--- config.mk ---
export PLATFORM = sky130hd
export DESIGN_NAME = tick_capture_timer
export DESIGN_NICKNAME = d
export VERILOG_FILES = /design/src/rtl/tct_pkg.sv /design/src/rtl/tct_prescaler.sv /design/src/rtl/tct_channel.sv /design/src/rtl/tick_capture_timer.sv
export SDC_FILE = /design/constraint.sdc
export NUM_CORES = 1
export LEC_CHECK = 0
export BUFFER_PORTS_ARGS = -buffer_cell sky130_fd_sc_hd__buf_2
export CORE_UTILIZATION = 45
export DETAILED_ROUTE_END_ITERATION = 16
export PLACE_DENSITY = 0.71
export SLEW_MARGIN = 10
export SYNTH_ARGS = -nofsm -noshare
export SYNTH_HDL_FRONTEND = slang
export SYNTH_SLANG_ARGS = --single-unit
--- constraint.sdc ---
create_clock -name clk -period 8.7 [get_ports clk]
set_input_delay 0.435 -clock clk [delete_from_list [all_inputs] [get_ports clk]]
set_output_delay 0.435 -clock clk [all_outputs]
set_load 0.1 [all_outputs]
--- src/rtl/tct_pkg.sv ---
package tct_pkg;
    localparam int unsigned CNT_W = 32;

    typedef enum logic [1:0] {
        WID_8  = 2'd0,
        WID_16 = 2'd1,
        WID_24 = 2'd2,
        WID_32 = 2'd3
    } width_e;

    typedef enum logic {
        MODE_TIMER   = 1'b0,
        MODE_COUNTER = 1'b1
    } mode_e;

    // task register bit positions
    localparam int unsigned TSK_START = 0;
    localparam int unsigned TSK_STOP  = 1;
    localparam int unsigned TSK_COUNT = 2;
    localparam int unsigned TSK_CLEAR = 3;
    localparam int unsigned TSK_SHUT  = 4;
    localparam int unsigned TSK_CAP0  = 8;
    // clear-shortcut field offset in the shortcut register
    localparam int unsigned SHC_OFS   = 8;

    // word addresses
    localparam int unsigned A_TASK   = 0;
    localparam int unsigned A_EVT    = 1;
    localparam int unsigned A_SHORTS = 2;
    localparam int unsigned A_INTEN  = 3;
    localparam int unsigned A_INTSET = 4;
    localparam int unsigned A_INTCLR = 5;
    localparam int unsigned A_MODE   = 6;
    localparam int unsigned A_WIDTH  = 7;
    localparam int unsigned A_PRESC  = 8;
    localparam int unsigned A_CC0    = 16;

    function automatic logic [CNT_W-1:0] width_mask(width_e w);
        case (w)
            WID_8:   return 32'h0000_00FF;
            WID_16:  return 32'h0000_FFFF;
            WID_24:  return 32'h00FF_FFFF;
            default: return 32'hFFFF_FFFF;
        endcase
    endfunction
endpackage

--- src/rtl/tct_prescaler.sv ---
module tct_prescaler #(
    parameter int unsigned PRE_W   = 4,
    parameter int unsigned PRE_MAX = 9
) (
    input  logic             clk,
    input  logic             rst_n,
    input  logic             en_i,
    input  logic             restart_i,
    input  logic [PRE_W-1:0] sel_i,
    output logic             tick_o
);
    localparam int unsigned DIV_W = (PRE_MAX > 0) ? PRE_MAX : 1;

    logic [DIV_W-1:0] div_d, div_q, limit;
    logic [DIV_W:0]   span;

    always_comb begin
        span   = (DIV_W+1)'(1) << sel_i;
        limit  = DIV_W'(span - 1'b1);
        tick_o = en_i && (div_q == limit);
        if (!en_i || restart_i || tick_o) div_d = '0;
        else                              div_d = div_q + 1'b1;
    end

    always_ff @(posedge clk or negedge rst_n) begin
        if (!rst_n) div_q <= '0;
        else        div_q <= div_d;
    end

    p_tick_gated_r3: assert property (@(posedge clk) disable iff (!rst_n)
        tick_o |-> en_i);
endmodule

--- src/rtl/tct_channel.sv ---
module tct_channel #(
    parameter int unsigned CW = 32
) (
    input  logic          clk,
    input  logic          rst_n,
    input  logic [CW-1:0] cnt_i,
    input  logic [CW-1:0] cnt_nx_i,
    input  logic [CW-1:0] mask_i,
    input  logic          inc_i,
    input  logic          cc_we_i,
    input  logic [CW-1:0] wdata_i,
    input  logic          cap_i,
    input  logic          evt_clr_i,
    output logic [CW-1:0] cc_o,
    output logic          evt_o,
    output logic          hit_o
);
    typedef struct packed {
        logic [CW-1:0] cc;
        logic          evt;
    } ch_t;

    ch_t ch_d, ch_q;

    always_comb begin
        ch_d  = ch_q;
        hit_o = inc_i && (cnt_nx_i == (ch_q.cc & mask_i));
        if (cap_i)        ch_d.cc = cnt_i;
        else if (cc_we_i) ch_d.cc = wdata_i;
        if (hit_o)          ch_d.evt = 1'b1;
        else if (evt_clr_i) ch_d.evt = 1'b0;
    end

    always_ff @(posedge clk or negedge rst_n) begin
        if (!rst_n) ch_q <= '0;
        else        ch_q <= ch_d;
    end

    assign cc_o  = ch_q.cc;
    assign evt_o = ch_q.evt;

    p_evt_sticky_r7: assert property (@(posedge clk) disable iff (!rst_n)
        (evt_o && !evt_clr_i) |=> evt_o);
    p_capture_r6: assert property (@(posedge clk) disable iff (!rst_n)
        cap_i |=> (cc_o == $past(cnt_i)));
endmodule

--- src/rtl/tick_capture_timer.sv ---
module tick_capture_timer
    import tct_pkg::*;
#(
    parameter int unsigned NUM_CH  = 4,
    parameter int unsigned ADDR_W  = 5,
    parameter int unsigned PRE_W   = 4,
    parameter int unsigned PRE_MAX = 9
) (
    input  logic              clk,
    input  logic              rst_n,
    input  logic              wr_en_i,
    input  logic [ADDR_W-1:0] addr_i,
    input  logic [31:0]       wdata_i,
    output logic [31:0]       rdata_o,
    output logic              irq_o
);
    typedef struct packed {
        logic              run;
        logic [CNT_W-1:0]  cnt;
        mode_e             mode;
        width_e            width;
        logic [PRE_W-1:0]  presc;
        logic [NUM_CH-1:0] sh_stop;
        logic [NUM_CH-1:0] sh_clr;
        logic [NUM_CH-1:0] inten;
    } ctl_t;

    ctl_t s_d, s_q;

    logic              wr_task, do_start, do_stop, do_count, do_clear, do_shut;
    logic              tmr_en, tick, inc, hit_clr, hit_stop;
    logic [CNT_W-1:0]  mask, cnt_nx;
    logic [NUM_CH-1:0] hit, evt, cap, cc_we, evt_clr;
    logic [CNT_W-1:0]  cc_w [NUM_CH];

    assign wr_task  = wr_en_i && (addr_i == ADDR_W'(A_TASK));
    assign do_start = wr_task && wdata_i[TSK_START];
    assign do_stop  = wr_task && wdata_i[TSK_STOP];
    assign do_count = wr_task && wdata_i[TSK_COUNT];
    assign do_clear = wr_task && wdata_i[TSK_CLEAR];
    assign do_shut  = wr_task && wdata_i[TSK_SHUT];
    assign tmr_en   = s_q.run && (s_q.mode == MODE_TIMER);
    assign mask     = width_mask(s_q.width);
    assign cnt_nx   = (s_q.cnt + 1'b1) & mask;
    assign inc      = s_q.run && ((s_q.mode == MODE_COUNTER) ? do_count : tick);

    tct_prescaler #(.PRE_W(PRE_W), .PRE_MAX(PRE_MAX)) u_div (
        .clk(clk), .rst_n(rst_n), .en_i(tmr_en), .restart_i(do_clear),
        .sel_i(s_q.presc), .tick_o(tick)
    );

    for (genvar n = 0; n < NUM_CH; n++) begin : g_ch
        assign cap[n]     = wr_task && wdata_i[TSK_CAP0 + n];
        assign cc_we[n]   = wr_en_i && (addr_i == ADDR_W'(A_CC0 + n));
        assign evt_clr[n] = wr_en_i && (addr_i == ADDR_W'(A_EVT)) && wdata_i[n];
        tct_channel #(.CW(CNT_W)) u_ch (
            .clk(clk), .rst_n(rst_n), .cnt_i(s_q.cnt), .cnt_nx_i(cnt_nx),
            .mask_i(mask), .inc_i(inc), .cc_we_i(cc_we[n]), .wdata_i(wdata_i),
            .cap_i(cap[n]), .evt_clr_i(evt_clr[n]), .cc_o(cc_w[n]),
            .evt_o(evt[n]), .hit_o(hit[n])
        );
    end

    assign hit_clr  = |(hit & s_q.sh_clr);
    assign hit_stop = |(hit & s_q.sh_stop);

    always_comb begin
        s_d = s_q;
        // counter: task clear beats everything, clear shortcut beats the new value
        if (do_clear)   s_d.cnt = '0;
        else if (inc)   s_d.cnt = hit_clr ? '0 : cnt_nx;
        // run state: any halt source beats start
        if (do_stop || do_shut || hit_stop) s_d.run = 1'b0;
        else if (do_start)                  s_d.run = 1'b1;
        if (wr_en_i) begin
            case (addr_i)
                ADDR_W'(A_SHORTS): begin
                    s_d.sh_stop = wdata_i[NUM_CH-1:0];
                    s_d.sh_clr  = wdata_i[SHC_OFS +: NUM_CH];
                end
                ADDR_W'(A_INTSET): s_d.inten = s_q.inten | wdata_i[NUM_CH-1:0];
                ADDR_W'(A_INTCLR): s_d.inten = s_q.inten & ~wdata_i[NUM_CH-1:0];
                ADDR_W'(A_MODE):   s_d.mode  = mode_e'(wdata_i[0]);
                ADDR_W'(A_WIDTH):  s_d.width = width_e'(wdata_i[1:0]);
                ADDR_W'(A_PRESC):  s_d.presc = (wdata_i[PRE_W-1:0] > PRE_W'(PRE_MAX))
                                               ? PRE_W'(PRE_MAX) : wdata_i[PRE_W-1:0];
                default: ;
            endcase
        end
    end

    always_ff @(posedge clk or negedge rst_n) begin
        if (!rst_n) s_q <= '0;
        else        s_q <= s_d;
    end

    always_comb begin
        rdata_o = '0;
        case (addr_i)
            ADDR_W'(A_EVT):    rdata_o = 32'(evt);
            ADDR_W'(A_SHORTS): begin
                rdata_o[NUM_CH-1:0]         = s_q.sh_stop;
                rdata_o[SHC_OFS +: NUM_CH]  = s_q.sh_clr;
            end
            ADDR_W'(A_INTEN):  rdata_o = 32'(s_q.inten);
            ADDR_W'(A_MODE):   rdata_o = {31'b0, s_q.mode};
            ADDR_W'(A_WIDTH):  rdata_o = 32'(s_q.width);
            ADDR_W'(A_PRESC):  rdata_o = 32'(s_q.presc);
            default: ;
        endcase
        for (int n = 0; n < NUM_CH; n++)
            if (addr_i == ADDR_W'(A_CC0 + n)) rdata_o = cc_w[n];
    end

    assign irq_o = |(evt & s_q.inten);

    p_clear_task_r4: assert property (@(posedge clk) disable iff (!rst_n)
        do_clear |=> (s_q.cnt == '0));
    p_halted_holds_r2: assert property (@(posedge clk) disable iff (!rst_n)
        (!s_q.run && !do_clear) |=> $stable(s_q.cnt));
    p_ctr_needs_count_r5: assert property (@(posedge clk) disable iff (!rst_n)
        (s_q.mode == MODE_COUNTER && !do_count && !do_clear) |=> $stable(s_q.cnt));
    p_presc_clamp_r3: assert property (@(posedge clk) disable iff (!rst_n)
        s_q.presc <= PRE_W'(PRE_MAX));
    p_stop_short_r8: assert property (@(posedge clk) disable iff (!rst_n)
        hit_stop |=> !s_q.run);
    p_irq_needs_mask_r10: assert property (@(posedge clk) disable iff (!rst_n)
        irq_o |-> (s_q.inten != '0));
endmodule

* Word level (Yosys, flattened, before mapping)
Index checks and enable logic that the tools add are counted.
W data, S select, Z words.
** Word-level totals
- Flip-flop bits (word level) :: 193
- Input bits :: 40
- Output and inout port bits :: 33
- Word-level logic and storage cells :: 137
** Cells by class
- $lt $le $gt $ge :: 1
- Shift-type cells :: 1
- Reduce and logical (&&, ||, !) cells :: 52
- Muxes and demuxes :: 32
- $add $sub $neg :: 3
- Bitwise operators :: 12
- Equal/unequal tests :: 19
** Operator list (count)
- $mux W32 :: 15
- $and A32 B32 Y32 :: 5
- $eq A32 B32 Y1 :: 4
- $pmux W32 S3 :: 1
- $add A32 B1 Y32 const B :: 1
- $logic_and A1 B1 Y1 :: 26
- $pmux W4 S6 :: 1
- $reduce_bool A2 Y1 :: 11
- $eq A5 B3 Y1 const B :: 4
- $eq A5 B5 Y1 const B :: 4
- $and A4 B4 Y4 :: 4
- $reduce_or A4 Y1 :: 3
- $mux W1 :: 11
- $eq A5 B2 Y1 const B :: 2
- $reduce_and A2 Y1 :: 5
- $add A9 B1 Y9 const B :: 1
- $eq A9 B9 Y1 :: 1
- $mux W9 :: 1
- $shl A1 B4 Y9 const A :: 1
- $sub A9 B1 Y9 const B :: 1
- $mux W4 :: 2
- $pmux W4 S2 :: 1
- $eq A5 B1 Y1 const B :: 1
- $eq A5 B4 Y1 const B :: 1
- other kinds (10) :: 13

* Longest topological paths before layout
Gate-level depths: netlist of run 1.
- Depth in word-level cells :: 12
- Gate-level depth with buffers :: 18
- Gate-level depth less buffers :: 13

* Modules after synthesis
Synthesis of run 1 repeated with hierarchy kept, for this count alone.
** Unflattened totals
- Cell total of the unflattened synthesis :: 1443
- Area total of the unflattened synthesis :: 13147.6 sq um
** By module, submodules not included
- tct_channel :: cells each 218, seq. area each 825.8 sq um, instances 4, area an instance 1973.1 sq um
- tick_capture_timer :: cells each 479, seq. area each 1301.2 sq um, instances 1, area an instance 4486.8 sq um
- tct_prescaler :: cells each 92, seq. area each 225.2 sq um, instances 1, area an instance 768.2 sq um

* Worst setup path before layout of run 1
OpenSTA, ideal clock, no wires.
- Path kind :: input port to output port
- Start point :: input addr_i[0]
- End point :: output rdata_o[3]
- Buffers on the path :: 2
- Data required time :: 8265 ps
- Path slack :: 4592 ps
- Stages on the path :: 8
- Data arrival time :: 3673 ps
- Cell sequence :: clkbuf_1 > nor2b_1 > and3_1 > clkbuf_1 > a222oi_1 > o21ai_0 > nor2_1 > o21ai_0
** Between the ends
- Longest elaborated chain between the ends :: 6
- Elaborated cells between the ends (all ways) :: 15
- Those cells by class :: eq/ne (10); mux (5)
** RTL lines
- start: declaration :: RTL line tick_capture_timer.sv:12 : input logic [ADDR_W-1:0] addr_i,
- $eq A5 B4 Y1, or another cell as far along :: RTL line tick_capture_timer.sv:99 : case (addr_i)
- $pmux W4 S6 :: RTL line tick_capture_timer.sv:99
- $mux W32 (3 in series) :: RTL line tick_capture_timer.sv:112 : if (addr_i == ADDR_W'(A_CC0 + n)) rdata_o = cc_w[n];
- $mux W32 * :: RTL line tick_capture_timer.sv:112
- end: declaration :: RTL line tick_capture_timer.sv:14 : output logic [31:0] rdata_o,
Every way passes the cells marked *; elsewhere a longest branch is shown, timed or not.

* Final worst setup path of run 1
- Start point :: register s_q[19] (netlist bit)
- End point :: register s_q[19] (netlist bit)
** Between the ends
- Longest elaborated chain between the ends :: 9
- Elaborated cells between the ends (all ways) :: 15
- Those cells by class :: add/sub (1); eq/ne (4); mux (3); bitwise (2); reduce/logical (5)
** RTL lines
- start: declaration :: RTL line tick_capture_timer.sv:28 : ctl_t s_d, s_q;
- start signal: assignment :: RTL line tick_capture_timer.sv:93 : if (!rst_n) s_q <= '0;
- start signal: assignment :: RTL line tick_capture_timer.sv:94 : else s_q <= s_d;
- $add A32 B1 Y32 * :: RTL line tick_capture_timer.sv:44 : assign cnt_nx = (s_q.cnt + 1'b1) & mask;
- $and A32 B32 Y32 * :: RTL line tick_capture_timer.sv:44
- $eq A32 B32 Y1 :: RTL line tct_channel.sv:27 : hit_o = inc_i && (cnt_nx_i == (ch_q.cc & mask_i));
- $logic_and A1 B1 Y1 :: RTL line tct_channel.sv:27
- $and A4 B4 Y4 :: RTL line tick_capture_timer.sv:64 : assign hit_clr = |(hit & s_q.sh_clr);
- $reduce_or A4 Y1 :: RTL line tick_capture_timer.sv:64
- $mux W32 * (2 in series) :: RTL line tick_capture_timer.sv:71 : else if (inc) s_d.cnt = hit_clr ? '0 : cnt_nx;
- $mux W32 * :: RTL line tick_capture_timer.sv:70 : if (do_clear) s_d.cnt = '0;
Every way passes the cells marked *; elsewhere a longest branch is shown, timed or not. The select of a mux whose other input is x is not followed.
A chain may end at the register's enable or synchronous reset.

==> results.md, run 1 <==
- Run status: finished clean
- Worst-path clk slew: 80 ps
- Clock Path Buffers: 2
- Critical path startpoint: s_q[19]
- DR pass1 iterations: 6
- Drt initial violations: 2,164
- Post-synth cell types: 100
- Core Util, Final: between 40% and 50%
- Largest net degree at the start of global routing: 73
- Clk sinks: 193
- Vias: 15,500
- Slowest stage cell, crit path: and4bb_1
- Max cap viols: 0
- CTS Buf Count: 17
- Setup repair after global routing missed its margin: no
- Ys Warns: 0
- Global-route usage over all layers: 34.3%
- Type of origin of the critical path: flip-flop
- Worst-Skew Late Latency: roughly 470 ps
- CTS Root Cell: clkbuf_16
- Worst-margin pin slew: between 1000 and 1500 ps
- Crit-path max FO: 26
- Placement Setup Slack: around 2900 ps
- Bufs and invs on worst path: 0
- Crit end category: flip-flop
- Vias per inst: 6.79
- Hold path start: wdata_i[27]
- WL final: 61.1 mm
- Average size of a mapped cell: 8.39 sq um
- Post-synthesis cell area: 0.0157 sq mm
- Vias in the first global route: 14,300
- Worst IR Drop VDD: 154 uV
- Pleak: 7.70 nW
- Starting density of the core: 46.2%
- EDFF count, synth: 0
- Cell Chain, Critical Path: ha_1, nand4_1, nor4_1, xnor2_1, xnor2_1, o41ai_1, and4bb_1, nand2_2, nand3_1, o21ai_0
- Pwr Density: 203 mW/mm^2
- Final Hold Viols: 0
- TritonCTS clock tree: done
- Routability congestion estimate: 1.03
- Post-route ant nets: 0
- Rel. slew slack: 13.5%
- DPL Wire Length: 43.8 mm
- Row cnt: 67
- Main synth FF type: dfrtp_1
- Max incr delay on CP: 900 ps
- Fin nets: 1,866
- Part of the cycle the worst path needs: ~69%
- Fmax: 166 MHz
- Hold WC Path Type: in -> reg
- Area contributors post-synth: dfrtp_1, mux2i_1, a21oi_1, nor2_1, xnor2_1
- First-pass GRT wire length: about 92 mm
- Port bufs: 72
- Flop and latch count out of synthesis: 193
- CP Data Required Time: 9030 ps
- Setup TNS: 0 ps
- Layout cells sized above 1: a little over a tenth
- Kind of critical path: reg -> reg
- Asr flop ratio synth: 100%
- Slew Limit Fails: 0
- Area share of the largest cell type after synthesis: 30.8%
- Arrival @ worst endpoint: between 6000 and 7000 ps
- DR DRC count: 0
- Total congestion overflow: 0
- Htree depth: 4
- Clk_skew: 17.1 ps
- Core area: 0.0339 sq mm
- Critical path's top delay family: simple AND/OR/NAND/NOR gates
- Synth-to-layout area growth: 7.06%
- Ports: 73
- Post-synth top area cell: dfrtp_1
- Start of the worst register-to-register path: s_q[19]
- Wirelength per Cell: 26.8 um
- Setup ws final: 2670 ps
- Final setup vio count: 0
- CP most frequent cell: xnor2_1
- Tmin final: 6030 ps
- Syn Nets: 1,910
- Die width: 189 um
- Die ar.: between 0.03 and 0.04 sq mm
- Synthesized instance count: around 1,900
- Initial antenna violation count: 0
- Antenna cells: 0
- Die Y: 189 um
- Seq/Total Area, Yosys: 30.8%
==> cells in the mapped netlist, drive strengths merged, types with 8 or more instances <==
cell type	number
a2111oi	8
a211oi	31
a21oi	180
a222oi	23
a22oi	29
a31oi	31
and2	19
and3	23
and4	13
buf	67
clkbuf	99
dfrtp	193
inv	21
mux2	14
mux2i	149
nand2	132
nand2b	18
nand3	54
nand4	59
nor2	235
nor2b	13
nor3	41
nor4	32
o2111ai	16
o211ai	9
o21ai	53
or3	21
or4	9
xnor2	77
xnor3	15
xor2	42
==> what timing repair did <==
| item | CTS | global route |
|---|---|---|
| gates resized for setup | 0 | 0 |
| hold endpoints to repair | 44 | 0 |
| buffers inserted | 0 | 0 |
| hold buffers | 1 | 0 |
==> power breakdown <==
part	total [W]	internal (W)	switching [W]	leakage [nW]
Clock	0.000877	0.000471	0.000405	0.312
Combinational	0.00111	0.000464	0.000650	4.96
Sequential	0.00141	0.00108	0.000326	2.44
Total	0.00340	0.00202	0.00138	7.70
==> layer usage <==
metal | up-vias | track usage (%) | wire length [um]
met5 | - | 0 | 0
met4 | 0 | 17.9 | 3230
met3 | 191 | 6.63 | 5890
met2 | 964 | 50.2 | 26400
met1 | 7505 | 47.7 | 25600
li1 | 6848 | - | -
==> worst paths after layout <==
check | endpoint | slack, ps | cells after the start
max | s_q[19] | 2670 | 10
min | g_ch[0].u_ch.cc_o[27] | 320 | 3
max reg2reg | s_q[19] | 2670 | 10
min reg2reg | flip-flop | 540 | 2
max in group asynchronous | g_ch[2].u_ch.cc_o[19] | 6770 | 3
min in group asynchronous | u_div.div_q[5] | 490 | 2
==> tightest hold or removal path: cells and delay by family <==
kind,cells,cell delay [ps]
buffers and inverters,1,130
muxes,1,120
AOI/OAI and AO/OA,1,70
==> area by class of cell <==
cell class | instances | area [sq um]
Multi-Input combinational cell | 1486 | 10100
Clock buffer | 18 | 439
Timing Repair Buffer | 103 | 604
Fill cell | 3295 | 17100
Sequential cell | 193 | 4830
Clock inverter | 14 | 190
Inverter | 22 | 82.6
Tap cell | 448 | 561
==> cells in the final DEF, fill, tap and decap left out, drive strengths merged, types with 28 or more instances in the layout <==
master and n:
nor2 235, dfrtp 193, a21oi 180, mux2i 149, nand2 132, buf 101
xnor2 77, nand4 59, nand3 54, o21ai 53, xor2 42, nor3 41
nor4 32, a31oi 31, a211oi 31, a22oi 29, inv 28
==> sequential cells by signal, indices dropped and copies added, names as in the netlist, named ones only <==
name             count
g_ch.u_ch.cc_o     128
g_ch.u_ch.evt_o      4
s_q                 48
u_div.div_q          9
==> cells by family after synthesis <==
group | Yosys count | share of synthesized area (%)
AOI/OAI and AO/OA | 479 | 20.6
xor gates and xnor gates | 136 | 9.12
adders and majority gates | 3 | 0.240
buffers and inverters | 188 | 5.22
DFF | 193 | 30.8
muxes | 163 | 10.5
and+or+nand+nor | 705 | 23.4
==> per-stage QoR <==
step | instances | instance area, sq um | power, W | hold slack, ps
floorplan | 1867 | 15700 | 0.00210 | 139
global placement | 2251 | 16100 | 0.00248 | 443
detailed placement | 2251 | 16100 | 0.00250 | 444
CTS | 2284 | 16800 | 0.00337 | 303
global route | 2284 | 16800 | 0.00354 | 325
finish | 2284 | 16800 | 0.00340 | 317
No activity file was read; power rests on OpenSTA's default activity.
==> inputs of run 2 (changes only) <==
--- a/config.mk
+++ b/config.mk
@@ -5,10 +5,11 @@
 export SDC_FILE = /design/constraint.sdc
 export NUM_CORES = 1
 export LEC_CHECK = 0
+export ABC_AREA = 1
 export BUFFER_PORTS_ARGS = -buffer_cell sky130_fd_sc_hd__buf_2
 export CORE_UTILIZATION = 45
 export DETAILED_ROUTE_END_ITERATION = 16
-export PLACE_DENSITY = 0.71
+export PLACE_DENSITY = 0.72
 export SLEW_MARGIN = 10
 export SYNTH_ARGS = -nofsm -noshare
 export SYNTH_HDL_FRONTEND = slang
==> constraint.sdc (replaced) <==
create_clock -name clk -period 5.79 [get_ports clk]
set_input_delay 0.2895 -clock clk [delete_from_list [all_inputs] [get_ports clk]]
set_output_delay 0.2895 -clock clk [all_outputs]
set_load 0.1 [all_outputs]
==> results.md, run 2 <==
- Slowest stage cell, crit path: dfrtp_2
- Worst IR Drop VDD: 233 uV (+51%)
- Area share of the largest cell type after synthesis: 35.8% (+5.0 points)
- CP Data Required Time: 6190 ps (-2840 ps)
- Most common cell after layout, fill and taps aside: nand2_1
- Row cnt: 63 (-6.0%)
- Number of fill cells: 2,992 (-9.2%)
- Run status: finished clean
- Post-synthesis cell area: 0.0135 sq mm (-14%)
- Bufs and invs on worst path: 2 (+2)
- Rel. slew slack: 15.8% (+2.3 points)
- Worst-margin pin slew: 1250 ps (-37.3 ps)
- Max incr delay on CP: 1040 ps (+140 ps)
- Vias per inst: 6.04 (-11%)
- Total congestion overflow: 0 (unchanged)
- Number of flip-flops in the largest register: 128 (unchanged)
- Die width: 175 um (-7.1%)
- Vias: 15,200 (-2.1%)
- Htree depth: 4 (unchanged)
- Drt initial violations: 2,008 (-7.2%)
- Slew Limit Fails: 0 (unchanged)
- Pleak: 7.38 nW (-4.2%)
- Clk_skew: 18.9 ps (+1.77 ps)
- Post-synth cell types: 45 (-55%)
- Fin nets: 2,156 (+16%)
- DR DRC count: 0 (unchanged)
- First-pass GRT wire length: 86.3 mm (-6.0%)
- Largest net degree at the start of global routing: 77 (+5.5%)
- Cell Chain, Critical Path: nor2_1, buf_4, inv_1, nand3_1, nor2_1, nor2_1, nand3b_1, nor2_1, nand2_1, nor2_1, nand4_1, nand2_1, nor2_4, nand2_1, nand2_1
- Vias in the first global route: 14,100 (-1.6%)
- Synth-to-layout area growth: 9.48%
- Ys Warns: 0 (unchanged)
- Setup TNS: 0 ps (unchanged)
- Core area: 0.0296 sq mm (-13%)
- Layout cells sized above 1: 8.33% (-2.6 points)
- Clock Path Buffers: 2 (unchanged)
- Pwr Density: 341 mW/mm^2 (+68%)
- Main synth FF type: dfrtp_1
- Crit-path max FO: 58 (+120%)
- CP most frequent cell: nor2_1
- Kind of critical path: reg -> reg
- Type of origin of the critical path: flip-flop
- Average size of a mapped cell: 6.47 sq um (-23%)
- Seq/Total Area, Yosys: 35.8% (+5.0 points)
- WL final: 57.4 mm (-6.0%)
- Post-route ant nets: 0 (unchanged)
- Final Hold Viols: 0 (unchanged)
- Synth top cells by count: nand2_1, o21ai_0, inv_1, nor2_1, dfrtp_1
- CTS Buf Count: 17 (unchanged)
- Area of the multi-input gates: 0.00729 sq mm (-28%)
- Clk sinks: 193 (unchanged)
- Flop and latch count out of synthesis: 193 (unchanged)
- Max cap viols: 0 (unchanged)
- Post-synth top area cell: dfrtp_1
- Asr flop ratio synth: 100% (unchanged)
- Crit end category: flip-flop
- Post-CTS resize count: 0 (unchanged)
- R2r setup slk: 1350 ps (-1310 ps)
- Ports: 73 (unchanged)
- Hold WC Path Type: in -> reg
- EDFF count, synth: 0 (unchanged)
- Die ar.: 0.0307 sq mm (-14%)
- Antenna cells: 0 (unchanged)
- Port bufs: 72 (unchanged)
- Routability congestion estimate: 1.02 (-1.0%)
- DPL Wire Length: 40.2 mm (-8.3%)
- Critical path's top delay family: simple AND/OR/NAND/NOR gates
- Top-count cell post-synth: nand2_1
- Initial antenna violation count: 1 (+1)
- Setup repair after global routing missed its margin: no
- Final setup vio count: 0 (unchanged)
- Pwr Total: 0.00504 W (+48%)
- Area contributors post-synth: dfrtp_1, nand2_1, o21ai_0, inv_1, nor2_1
- Fmax: 225 MHz (+36%)
- Tmin final: 4440 ps (-1600 ps)
- Starting density of the core: 45.6% (-0.61 points)
- Wirelength per Cell: 22.8 um (-15%)
- Register area: 0.00483 sq mm (about the same)
- Arrival @ worst endpoint: 4830 ps (-1540 ps)
- Worst-Skew Late Latency: 460 ps (about the same)
- Global-route usage over all layers: 37.8% (+3.5 points)
- Number of setup buffers added after CTS: 0 (unchanged)
- Syn Nets: 2,129 (+11%)
- Die Y: 175 um (-7.1%)
- DR pass1 iterations: 6 (unchanged)
- Synthesized instance count: 2,086 (+12%)
- CTS Root Cell: clkbuf_16
- Part of the cycle the worst path needs: 76.6% (+7.3 points)
- Worst-path clk slew: 80 ps (about the same)
- Most frequent cells in the layout: nand2_1, o21ai_0, inv_1
- TritonCTS clock tree: done
-- run 2: changes by cell type after synthesis, sizes merged, moves of 30 or more --
cell,delta
mux2i,-149
buf,-45
nand3,+119
xor2,-32
a21oi,-138
o22ai,+45
xnor2,-69
a31oi,-31
inv,+234
a211oi,-30
nand2,+448
o21ai,+234
-- run 2: layer usage --
layer	wire length [um]	global-route usage [%]	vias to the layer above
met3	6540	8.01	184
met5	12	0	-
li1	-	-	6940
met4	2680	17.1	2
met2	24800	57.3	957
met1	23400	51.5	7104
-- run 2: path summary, 6_finish.rpt --
kind | depth (start not counted) | to | from
min in group asynchronous | 2 | g_ch[1].u_ch.cc_o[3] | rst_n
hold reg to reg | 2 | s_q[11] | s_q[11]
max in group asynchronous | 3 | s_q[17] | rst_n
setup reg to reg | 15 | s_q[32] | s_q[17]
setup / recovery | 15 | s_q[32] | s_q[17]
hold / removal | 3 | g_ch[3].u_ch.cc_o[21] | wdata_i[21]
-- run 2: tightest hold or removal path: cells and delay by family --
| kind | cells | cell delay (ps) |
|---|---|---|
| compound gates | 1 | 60 |
| buf+inv | 1 | 110 |
| simple gates | 1 | 70 |
-- run 2: final cells by class --
cell class | count | area share, %
clock buffers | 20 | 3.02
clock inverters | 12 | 0.974
inverters | 259 | 6.58
multi-input cells | 1540 | 49.4
flip-flops and latches | 193 | 32.7
well taps | 390 | 3.30
repair buffers | 102 | 4.04
-- run 2: cell families after synthesis --
logic type | Yosys count | share of synthesized area (%)
AOI/OAI and AO/OA | 436 | 18.2
xor gates and xnor gates | 18 | 1.17
adders and majority gates | 3 | 0.278
DFF | 193 | 35.8
buffers and inverters | 353 | 10.2
and+or+nand+nor | 1083 | 34.4
-- run 2: timing repair --
item / in CTS / in global routing
endpoints found under the hold margin: 61 / 0
hold buffers: 1 / 0
setup endpoints to repair: 0 / 0
-- run 2: power by group --
group          total [W]  internal, W  switching [W]
clock            0.00126     0.000659       0.000604
sequential       0.00205      0.00167       0.000383
combinational    0.00173     0.000500        0.00123
-- run 2: metrics by stage --
stage	setup WS, ps	instances	util [%]	hold WS (ps)	area, sq um
2_1_floorplan	2080	2086	-	-6.09	13500
3_3_place_gp	1560	2483	47.9	313	14200
3_5_place_dp	1570	2483	47.9	314	14200
4_1_cts	1540	2516	50.0	95.8	14800
5_1_grt	1010	2516	50.0	126	14800
6_report	1350	2516	50.0	109	14800
